**src/rtl/pwm_timer_pkg.sv**
```systemverilog
package pwm_timer_pkg;

  localparam int ADDR_W = 3;

  localparam logic [ADDR_W-1:0] RA_CTRL = 3'd0;
  localparam logic [ADDR_W-1:0] RA_STAT = 3'd1;
  localparam logic [ADDR_W-1:0] RA_PLO  = 3'd2;
  localparam logic [ADDR_W-1:0] RA_PHI  = 3'd3;
  localparam logic [ADDR_W-1:0] RA_WLO  = 3'd4;
  localparam logic [ADDR_W-1:0] RA_WHI  = 3'd5;

  // control bit positions
  localparam int CB_EN  = 0;
  localparam int CB_POL = 1;
  localparam int CB_IE  = 2;
  localparam int CTRL_W = 3;

  typedef enum logic [1:0] {
    PH_IDLE  = 2'd0,
    PH_ACT   = 2'd1,
    PH_INACT = 2'd2
  } phase_e;

endpackage

```
**src/rtl/pwm_shadow_regs.sv**
```systemverilog
module pwm_shadow_regs
  import pwm_timer_pkg::*;
#(
  parameter int HALF_W = 16
) (
  input  logic                clk,
  input  logic                rst_n,
  input  logic                wr,
  input  logic [ADDR_W-1:0]   addr,
  input  logic [HALF_W-1:0]   wdata,
  output logic [2*HALF_W-1:0] shd_per,
  output logic [2*HALF_W-1:0] shd_wid,
  output logic [2*HALF_W-1:0] act_per,
  output logic [2*HALF_W-1:0] act_wid
);

  localparam int CNT_W = 2 * HALF_W;
  localparam int NHALF = 2;

  logic [NHALF-1:0][HALF_W-1:0] per_q, wid_q;
  logic [CNT_W-1:0]             act_per_q, act_wid_q;
  logic                         commit;
  logic [CNT_W-1:0]             wid_commit;

  assign commit     = wr && (addr == RA_WLO);
  assign wid_commit = {wid_q[1], wdata};

  // pending halves: the period halves sit at PLO+h, the width halves at WLO+h
  always_ff @(posedge clk or negedge rst_n) begin
    if (!rst_n) begin
      per_q <= '0;
      wid_q <= '0;
    end else if (wr) begin
      for (int h = 0; h < NHALF; h++) begin
        if (addr == RA_PLO + ADDR_W'(h)) per_q[h] <= wdata;
        if (addr == RA_WLO + ADDR_W'(h)) wid_q[h] <= wdata;
      end
    end
  end

  // working copy, loaded as one unit by the width-low write
  always_ff @(posedge clk or negedge rst_n) begin
    if (!rst_n) begin
      act_per_q <= '0;
      act_wid_q <= '0;
    end else if (commit) begin
      act_per_q <= per_q;
      act_wid_q <= wid_commit;
    end
  end

  assign shd_per = per_q;
  assign shd_wid = wid_q;
  assign act_per = act_per_q;
  assign act_wid = act_wid_q;

endmodule

```
**src/rtl/pwm_ctrl_regs.sv**
```systemverilog
module pwm_ctrl_regs
  import pwm_timer_pkg::*;
(
  input  logic              clk,
  input  logic              rst_n,
  input  logic              wr,
  input  logic [ADDR_W-1:0] addr,
  input  logic [CTRL_W-1:0] wbits,
  input  logic              period_done,
  output logic              ctrl_en,
  output logic              ctrl_pol,
  output logic              ctrl_ie,
  output logic              irq_pend
);

  logic [CTRL_W-1:0] ctrl_q;
  logic              pend_q;
  logic              clr_req;

  assign clr_req = wr && (addr == RA_STAT) && wbits[0];

  always_ff @(posedge clk or negedge rst_n) begin
    if (!rst_n) begin
      ctrl_q <= '0;
    end else if (wr && (addr == RA_CTRL)) begin
      ctrl_q <= wbits;
    end
  end

  // a set from an expiry takes priority over a clear on the same edge
  always_ff @(posedge clk or negedge rst_n) begin
    if (!rst_n) begin
      pend_q <= 1'b0;
    end else if (period_done) begin
      pend_q <= 1'b1;
    end else if (clr_req) begin
      pend_q <= 1'b0;
    end
  end

  assign ctrl_en  = ctrl_q[CB_EN];
  assign ctrl_pol = ctrl_q[CB_POL];
  assign ctrl_ie  = ctrl_q[CB_IE];
  assign irq_pend = pend_q;

endmodule

```
**src/rtl/pwm_phase_counter.sv**
```systemverilog
module pwm_phase_counter
  import pwm_timer_pkg::*;
#(
  parameter int CNT_W = 32
) (
  input  logic             clk,
  input  logic             rst_n,
  input  logic             en,
  input  logic [CNT_W-1:0] per,
  input  logic [CNT_W-1:0] wid,
  output logic [CNT_W-1:0] cnt,
  output phase_e           phase,
  output logic             cfg_err,
  output logic             period_done
);

  localparam logic [CNT_W-1:0] TERM = {{(CNT_W-1){1'b1}}, 1'b0};

  logic [CNT_W-1:0] cnt_q;
  phase_e           phase_q;
  logic             err_q;
  logic             settings_ok;
  logic             at_term;
  logic [CNT_W-1:0] act_load, inact_load;

  assign settings_ok = (per > wid) && (wid != '0);
  assign at_term     = (cnt_q == TERM);
  assign act_load    = ~wid;
  assign inact_load  = ~(per - wid);

  always_ff @(posedge clk or negedge rst_n) begin
    if (!rst_n) begin
      cnt_q   <= '0;
      phase_q <= PH_IDLE;
      err_q   <= 1'b0;
    end else if (!en) begin
      cnt_q   <= '0;
      phase_q <= PH_IDLE;
      err_q   <= 1'b0;
    end else begin
      unique case (phase_q)
        PH_IDLE: begin
          if (!err_q) begin
            if (settings_ok) begin
              cnt_q   <= act_load;
              phase_q <= PH_ACT;
            end else begin
              err_q <= 1'b1;
            end
          end
        end
        PH_ACT: begin
          if (!at_term) begin
            cnt_q <= cnt_q + 1'b1;
          end else if (settings_ok) begin
            cnt_q   <= inact_load;
            phase_q <= PH_INACT;
          end else begin
            phase_q <= PH_IDLE;
            err_q   <= 1'b1;
          end
        end
        PH_INACT: begin
          if (!at_term) begin
            cnt_q <= cnt_q + 1'b1;
          end else if (settings_ok) begin
            cnt_q   <= act_load;
            phase_q <= PH_ACT;
          end else begin
            phase_q <= PH_IDLE;
            err_q   <= 1'b1;
          end
        end
        default: phase_q <= PH_IDLE;
      endcase
    end
  end

  assign cnt         = cnt_q;
  assign phase       = phase_q;
  assign cfg_err     = err_q;
  assign period_done = en && (phase_q == PH_INACT) && at_term;

endmodule

```
**src/rtl/pwm_timer.sv**
```systemverilog
module pwm_timer
  import pwm_timer_pkg::*;
#(
  parameter int HALF_W = 16
) (
  input  logic              clk,
  input  logic              rst_n,
  input  logic              bus_wr,
  input  logic [ADDR_W-1:0] bus_addr,
  input  logic [HALF_W-1:0] bus_wdata,
  output logic [HALF_W-1:0] bus_rdata,
  output logic              pwm_out,
  output logic              irq
);

  localparam int CNT_W = 2 * HALF_W;

  logic [CNT_W-1:0] shd_per, shd_wid, act_per, act_wid, cnt;
  logic             ctrl_en, ctrl_pol, ctrl_ie, irq_pend;
  logic             cfg_err, period_done;
  phase_e           phase;

  pwm_shadow_regs #(.HALF_W(HALF_W)) u_shadow (
    .clk     (clk),
    .rst_n   (rst_n),
    .wr      (bus_wr),
    .addr    (bus_addr),
    .wdata   (bus_wdata),
    .shd_per (shd_per),
    .shd_wid (shd_wid),
    .act_per (act_per),
    .act_wid (act_wid)
  );

  pwm_ctrl_regs u_ctrl (
    .clk         (clk),
    .rst_n       (rst_n),
    .wr          (bus_wr),
    .addr        (bus_addr),
    .wbits       (bus_wdata[CTRL_W-1:0]),
    .period_done (period_done),
    .ctrl_en     (ctrl_en),
    .ctrl_pol    (ctrl_pol),
    .ctrl_ie     (ctrl_ie),
    .irq_pend    (irq_pend)
  );

  pwm_phase_counter #(.CNT_W(CNT_W)) u_cnt (
    .clk         (clk),
    .rst_n       (rst_n),
    .en          (ctrl_en),
    .per         (act_per),
    .wid         (act_wid),
    .cnt         (cnt),
    .phase       (phase),
    .cfg_err     (cfg_err),
    .period_done (period_done)
  );

  // asserted only while enabled and inside the width phase
  assign pwm_out = (ctrl_en && (phase == PH_ACT)) ? ctrl_pol : ~ctrl_pol;
  assign irq     = irq_pend & ctrl_ie;

  always_comb begin
    bus_rdata = '0;
    unique case (bus_addr)
      RA_CTRL: begin
        bus_rdata[CB_EN]  = ctrl_en;
        bus_rdata[CB_POL] = ctrl_pol;
        bus_rdata[CB_IE]  = ctrl_ie;
      end
      RA_STAT: begin
        bus_rdata[0] = irq_pend;
        bus_rdata[1] = cfg_err;
      end
      RA_PLO:  bus_rdata = shd_per[HALF_W-1:0];
      RA_PHI:  bus_rdata = shd_per[CNT_W-1:HALF_W];
      RA_WLO:  bus_rdata = shd_wid[HALF_W-1:0];
      RA_WHI:  bus_rdata = shd_wid[CNT_W-1:HALF_W];
      default: bus_rdata = '0;
    endcase
  end

endmodule

```
**config.mk**
```make
export PLATFORM = sky130hd
export DESIGN_NAME = pwm_timer
export DESIGN_NICKNAME = d
export VERILOG_FILES = /design/src/rtl/pwm_timer_pkg.sv /design/src/rtl/pwm_shadow_regs.sv /design/src/rtl/pwm_ctrl_regs.sv /design/src/rtl/pwm_phase_counter.sv /design/src/rtl/pwm_timer.sv
export SDC_FILE = /design/constraint.sdc
export NUM_CORES = 1
export LEC_CHECK = 0
export ABC_AREA = 1
export BUFFER_PORTS_ARGS = -buffer_cell sky130_fd_sc_hd__buf_2
export CAP_MARGIN = 20
export CORE_MARGIN = 1.5
export CORE_UTILIZATION = 25
export CTS_CLUSTER_DIAMETER = 80
export CTS_CLUSTER_SIZE = 10
export DETAILED_ROUTE_END_ITERATION = 7
export PLACE_DENSITY = 0.49
export SETUP_SLACK_MARGIN = 0.15
export SYNTH_ARGS = -nofsm -noshare
export SYNTH_HDL_FRONTEND = slang
export SYNTH_SLANG_ARGS = --single-unit
```
**constraint.sdc**
```tcl
create_clock -name clk -period 2.33 [get_ports clk]
set_input_delay 0.1165 -clock clk [delete_from_list [all_inputs] [get_ports clk]]
set_output_delay 0.1165 -clock clk [all_outputs]
set_load 0.005 [all_outputs]
```
==> results.sh <==
export IMPL_rows=77
export IMPL_synth_sequential_area_ratio_pct=33.8
export IMPL_drt_pre_antenna_iters=6
export IMPL_combPwrFrac_pct=62.6
export IMPL_core_area_sq_um=44100
export IMPL_synthesized_area_divided_by_synthesized_cell_count_sq_um=6.62
export IMPL_place_port_buffers=39
export IMPL_synth_nets=1750
export IMPL_layout_drive_gt1_share_pct=26.0
export IMPL_routed_via_density=4.73
export IMPL_leakage_nw=7.36
export IMPL_criticalPathCategory="reg2reg"
export IMPL_synth_seq_cells=151
export IMPL_stdcell_count=2520
export IMPL_total_switching_power_mw=8.48
export IMPL_post_synth_and_or_nand_nor_area_fraction_pct=31.6
export IMPL_h_tree_depth=4
export IMPL_area_growth_from_synthesis_to_final_layout_pct=38.3
export IMPL_synth_compound_area_share_pct=15.3
export IMPL_grt_antenna_before_repair=0
export IMPL_min_period_over_period_pct=107
export IMPL_worst_hold_slack_ns=0.0420
export IMPL_grt_total_usage_pct=18.8
export IMPL_timing_final_hold_violations=0
export IMPL_setup_ws_ns=-0.175
export IMPL_clock_latency_ns=0.46
export IMPL_share_seq_of_total_power_pct=21.2
export IMPL_tightestPinTransition_ns=0.696
export IMPL_postPlaceCellArea_sq_um=13500
export IMPL_antenna_left=0
export IMPL_power_per_cell_area_nw_per_um2=1190
export IMPL_timing_critical_path_required_ns=2.68
export IMPL_utilization_pct=35.0
export IMPL_drt_iter0_drc=886
export IMPL_cts_root_to_sink_buffers=2
export IMPL_placed_cells_incl_taps=2454
export IMPL_grt_start_max_net_pins=74
export IMPL_routed_wire_length_per_instance_um=17.6
export IMPL_critical_path_arrival_ns=2.85
export IMPL_timing_max_slew_rel_slack_pct=53.5
export IMPL_synth_cell_area_sq_um=11200
export IMPL_global_route_wire_length_before_repair_mm=66.6
export IMPL_report_final_slew_viol_count=0
export IMPL_period_needed_ns=2.50
export IMPL_total_clock_sinks=151
export IMPL_rsz0062_at_grt="yes"
export IMPL_cts_tree="built"
export IMPL_sw_frac_of_total_pct=46.3
export IMPL_rr_startpoint="u_shadow.act_wid[31]"
export IMPL_failing_checks="negative setup slack"
export IMPL_wirelength_mm=44.3
export IMPL_result_of_the_run="finished, violations left"
export IMPL_postSynthCellCount=1689
export IMPL_yosys_mux_area_fraction_pct=2.72
export IMPL_vias=11930
export IMPL_clkTransAtPathRegs_ns=0.07
export IMPL_layout_cell_area_non_filler_sq_um=15500
export IMPL_yosys_area_share_xor_xnor_pct=2.19
export IMPL_remaining_drc_errors=0
export IMPL_die_w_um=214
export IMPL_worst_setup_path_startpoint="u_shadow.act_wid[31]"
export IMPL_number_of_diodes_added_for_antenna_fixing=0
export IMPL_largest_family_of_logic_cells_by_synthesized_area="simple AND/OR/NAND/NOR gates"
export IMPL_post_synth_fa_ha_maj_area_fraction_pct=4.43
export IMPL_gp_congestion=0.915
export IMPL_yosysWarnings=0
export IMPL_cts_root_buf="sky130_fd_sc_hd__clkbuf_16"
export IMPL_gr_total_overflow=0
export IMPL_synth_cell_type_count=43
export IMPL_initial_core_util_pct=25.3
export IMPL_fmax_ghz=0.399
export IMPL_total_nets_final=1976
export IMPL_critical_path_end_type="register"
export IMPL_report_final_setup_viol=35
export IMPL_worstSetupStartpointType="register"
export IMPL_placed_wire_length_estimate_after_detailed_placement_mm=33.6
export IMPL_first_global_vias=11385
export IMPL_vdd_ir_drop_max_mv=0.636
export IMPL_clock_power_share_pct=16.2
export IMPL_design_portCount=40
export IMPL_die_area_sq_um=46000
export IMPL_drv_cap=0
export IMPL_holdCritStartpoint="bus_wdata[0]"
export IMPL_worst_hold_path_type="in2reg"
export IMPL_die_height_um=214
export IMPL_worst_path_max_fanout=6
export IMPL_timing_clock_skew_ns=0.0177
export IMPL_cell_internal_pwr_mw=9.83
export IMPL_cts_buffers=17
-- final timing paths --
path | to | slack [ns] | cells after the start
setup / recovery | u_cnt.cnt[20] | -0.17 | 16
hold / removal | u_ctrl.irq_pend | 0.04 | 4
setup reg to reg | u_cnt.cnt[20] | -0.17 | 16
hold reg to reg | u_shadow.shd_wid[30] | 0.49 | 2
max in group asynchronous | u_shadow.act_per[21] | 1.44 | 3
min in group asynchronous | u_cnt.cnt[31] | 0.16 | 2
-- state kept, by name, summed over array words and instances, names as in the netlist --
register,flops
u_shadow.shd_wid,16
u_ctrl.irq_pend,1
u_cnt.cnt,32
u_cnt.phase,2
u_shadow.shd_per,32
u_shadow.act_per,32
u_shadow.act_wid,32
u_cnt.cfg_err,1
u_ctrl.ctrl_q,3
-- placed cells by master, fill, tap and decap left out, types with 6 or more instances in the layout --
cell,netlist,routed
sky130_fd_sc_hd__nor3_1,14,14
sky130_fd_sc_hd__nor2_2,6,12
sky130_fd_sc_hd__buf_12,0,16
sky130_fd_sc_hd__nor2_1,163,142
sky130_fd_sc_hd__xnor2_1,8,8
sky130_fd_sc_hd__o221ai_1,14,14
sky130_fd_sc_hd__nor2_4,1,16
sky130_fd_sc_hd__nand2_2,10,30
sky130_fd_sc_hd__ha_1,38,26
sky130_fd_sc_hd__o21ai_1,13,12
sky130_fd_sc_hd__xor2_1,20,20
sky130_fd_sc_hd__buf_2,15,38
sky130_fd_sc_hd__inv_6,0,6
sky130_fd_sc_hd__nand3_1,112,69
sky130_fd_sc_hd__inv_2,5,7
sky130_fd_sc_hd__nand3_2,1,39
sky130_fd_sc_hd__a22oi_1,13,13
sky130_fd_sc_hd__nand2_1,513,473
sky130_fd_sc_hd__ha_4,0,11
sky130_fd_sc_hd__o21ai_0,115,111
sky130_fd_sc_hd__a21oi_1,135,107
sky130_fd_sc_hd__clkbuf_16,0,22
sky130_fd_sc_hd__buf_4,4,191
sky130_fd_sc_hd__inv_1,202,198
sky130_fd_sc_hd__buf_6,6,7
sky130_fd_sc_hd__dfrtp_1,151,151
sky130_fd_sc_hd__a21oi_2,0,27
sky130_fd_sc_hd__o21bai_1,7,7
sky130_fd_sc_hd__mux2_2,27,27
sky130_fd_sc_hd__dlygate4sd3_1,0,14
sky130_fd_sc_hd__nand2_4,0,17
sky130_fd_sc_hd__nand4_1,24,24
-- cell type report --
type,instances,area (sq um)
Fill cell,4832,28700
Sequential cell,151,3780
Tap cell,592,741
Clock inverter,15,184
Timing Repair Buffer,274,2360
Multi-Input combinational cell,1264,7180
Clock buffer,17,425
Inverter,207,785
-- Yosys cell counts, drive strengths merged --
cell,n,share of area [%]
clkbuf,41,1.4
a21o,4,0.27
nand2b,1,0.056
nand3,113,5.1
xnor2,8,0.63
nand4,24,1.3
inv,207,7.0
o21bai,7,0.47
nor3,17,0.90
and3,2,0.11
fa,1,0.18
dfrtp,151,34
o2111ai,1,0.078
a221oi,1,0.078
a31oi,3,0.17
nand3b,3,0.20
nor2,170,5.9
o21ai,128,5.7
mux2,27,2.7
a21boi,1,0.067
o21a,1,0.067
a21oi,135,6.0
ha,38,4.3
nand2,523,18
a22oi,13,0.87
and2,2,0.11
o211ai,2,0.13
o221ai,14,1.1
o22ai,2,0.11
and3b,1,0.078
xor2,20,1.6
o31ai,2,0.13
buf,26,1.6
-- power groups by stage --
stage          combinational, mW  sequential, mW  clock (mW)
3_5_place_dp                9.24            3.84           0
5_1_grt                     12.5            3.96        3.14
2_1_floorplan               5.29            3.71           0
4_1_cts                     9.89            3.81        3.03
6_report                    11.5            3.88        2.97
3_3_place_gp                9.22            3.82           0
-- stage by stage --
stage	total power, mW	setup WS, ns	setup TNS (ns)
2_1_floorplan	9.00	0.0726	0
3_5_place_dp	13.1	-0.258	-6.34
6_report	18.3	-0.175	-4.13
5_1_grt	19.6	-0.336	-9.12
4_1_cts	16.7	-0.124	-3.11
3_3_place_gp	13.0	-0.326	-5.22
-- worst max-delay path: stages, from the launching register on --
cell and delay (ns):
sky130_fd_sc_hd__dfrtp_1 0.38, sky130_fd_sc_hd__inv_1 0.12, sky130_fd_sc_hd__ha_1 0.27, sky130_fd_sc_hd__nand2_1 0.15, sky130_fd_sc_hd__a21oi_1 0.06, sky130_fd_sc_hd__nor2_1 0.14, sky130_fd_sc_hd__nand2_1 0.14, sky130_fd_sc_hd__a21oi_4 0.21
sky130_fd_sc_hd__nand2_8 0.11, sky130_fd_sc_hd__nand2_8 0.13, sky130_fd_sc_hd__nand3_4 0.08, sky130_fd_sc_hd__nand2_4 0.11, sky130_fd_sc_hd__inv_6 0.06, sky130_fd_sc_hd__buf_6 0.13, sky130_fd_sc_hd__buf_12 0.14, sky130_fd_sc_hd__nor2_1 0.12
sky130_fd_sc_hd__a21oi_2 0.04
-- kinds of logic after synthesis --
logic type / Yosys count
and+or+nand+nor: 856
DFF: 151
muxes: 27
adders and majority gates: 39
xor gates and xnor gates: 28
buffers and inverters: 274
AOI/OAI and AO/OA: 314
-- what timing repair did --
action                                 in CTS  in global routing
gates resized for setup                    48                142
buffers inserted                            6                  6
endpoints found under the hold margin      84                  0
pin swaps                                   5                 13
setup endpoints to repair                  35                 35
hold buffers                               14                  0
gates cloned                                2                  6
-- layer usage --
| metal | vias to the layer above | routed length (um) | part of all wire, % | track usage [%] |
|---|---|---|---|---|
| met5 | - | 0 | 0 | 0 |
| met4 | 0 | 816 | 1.8 | 4.15 |
| met3 | 52 | 2160 | 4.9 | 2.48 |
| met2 | 324 | 20500 | 46 | 30.3 |
| met1 | 5620 | 20800 | 47 | 26.6 |
| li1 | 5934 | - | - | - |
(Power assumes the default switching activity.)
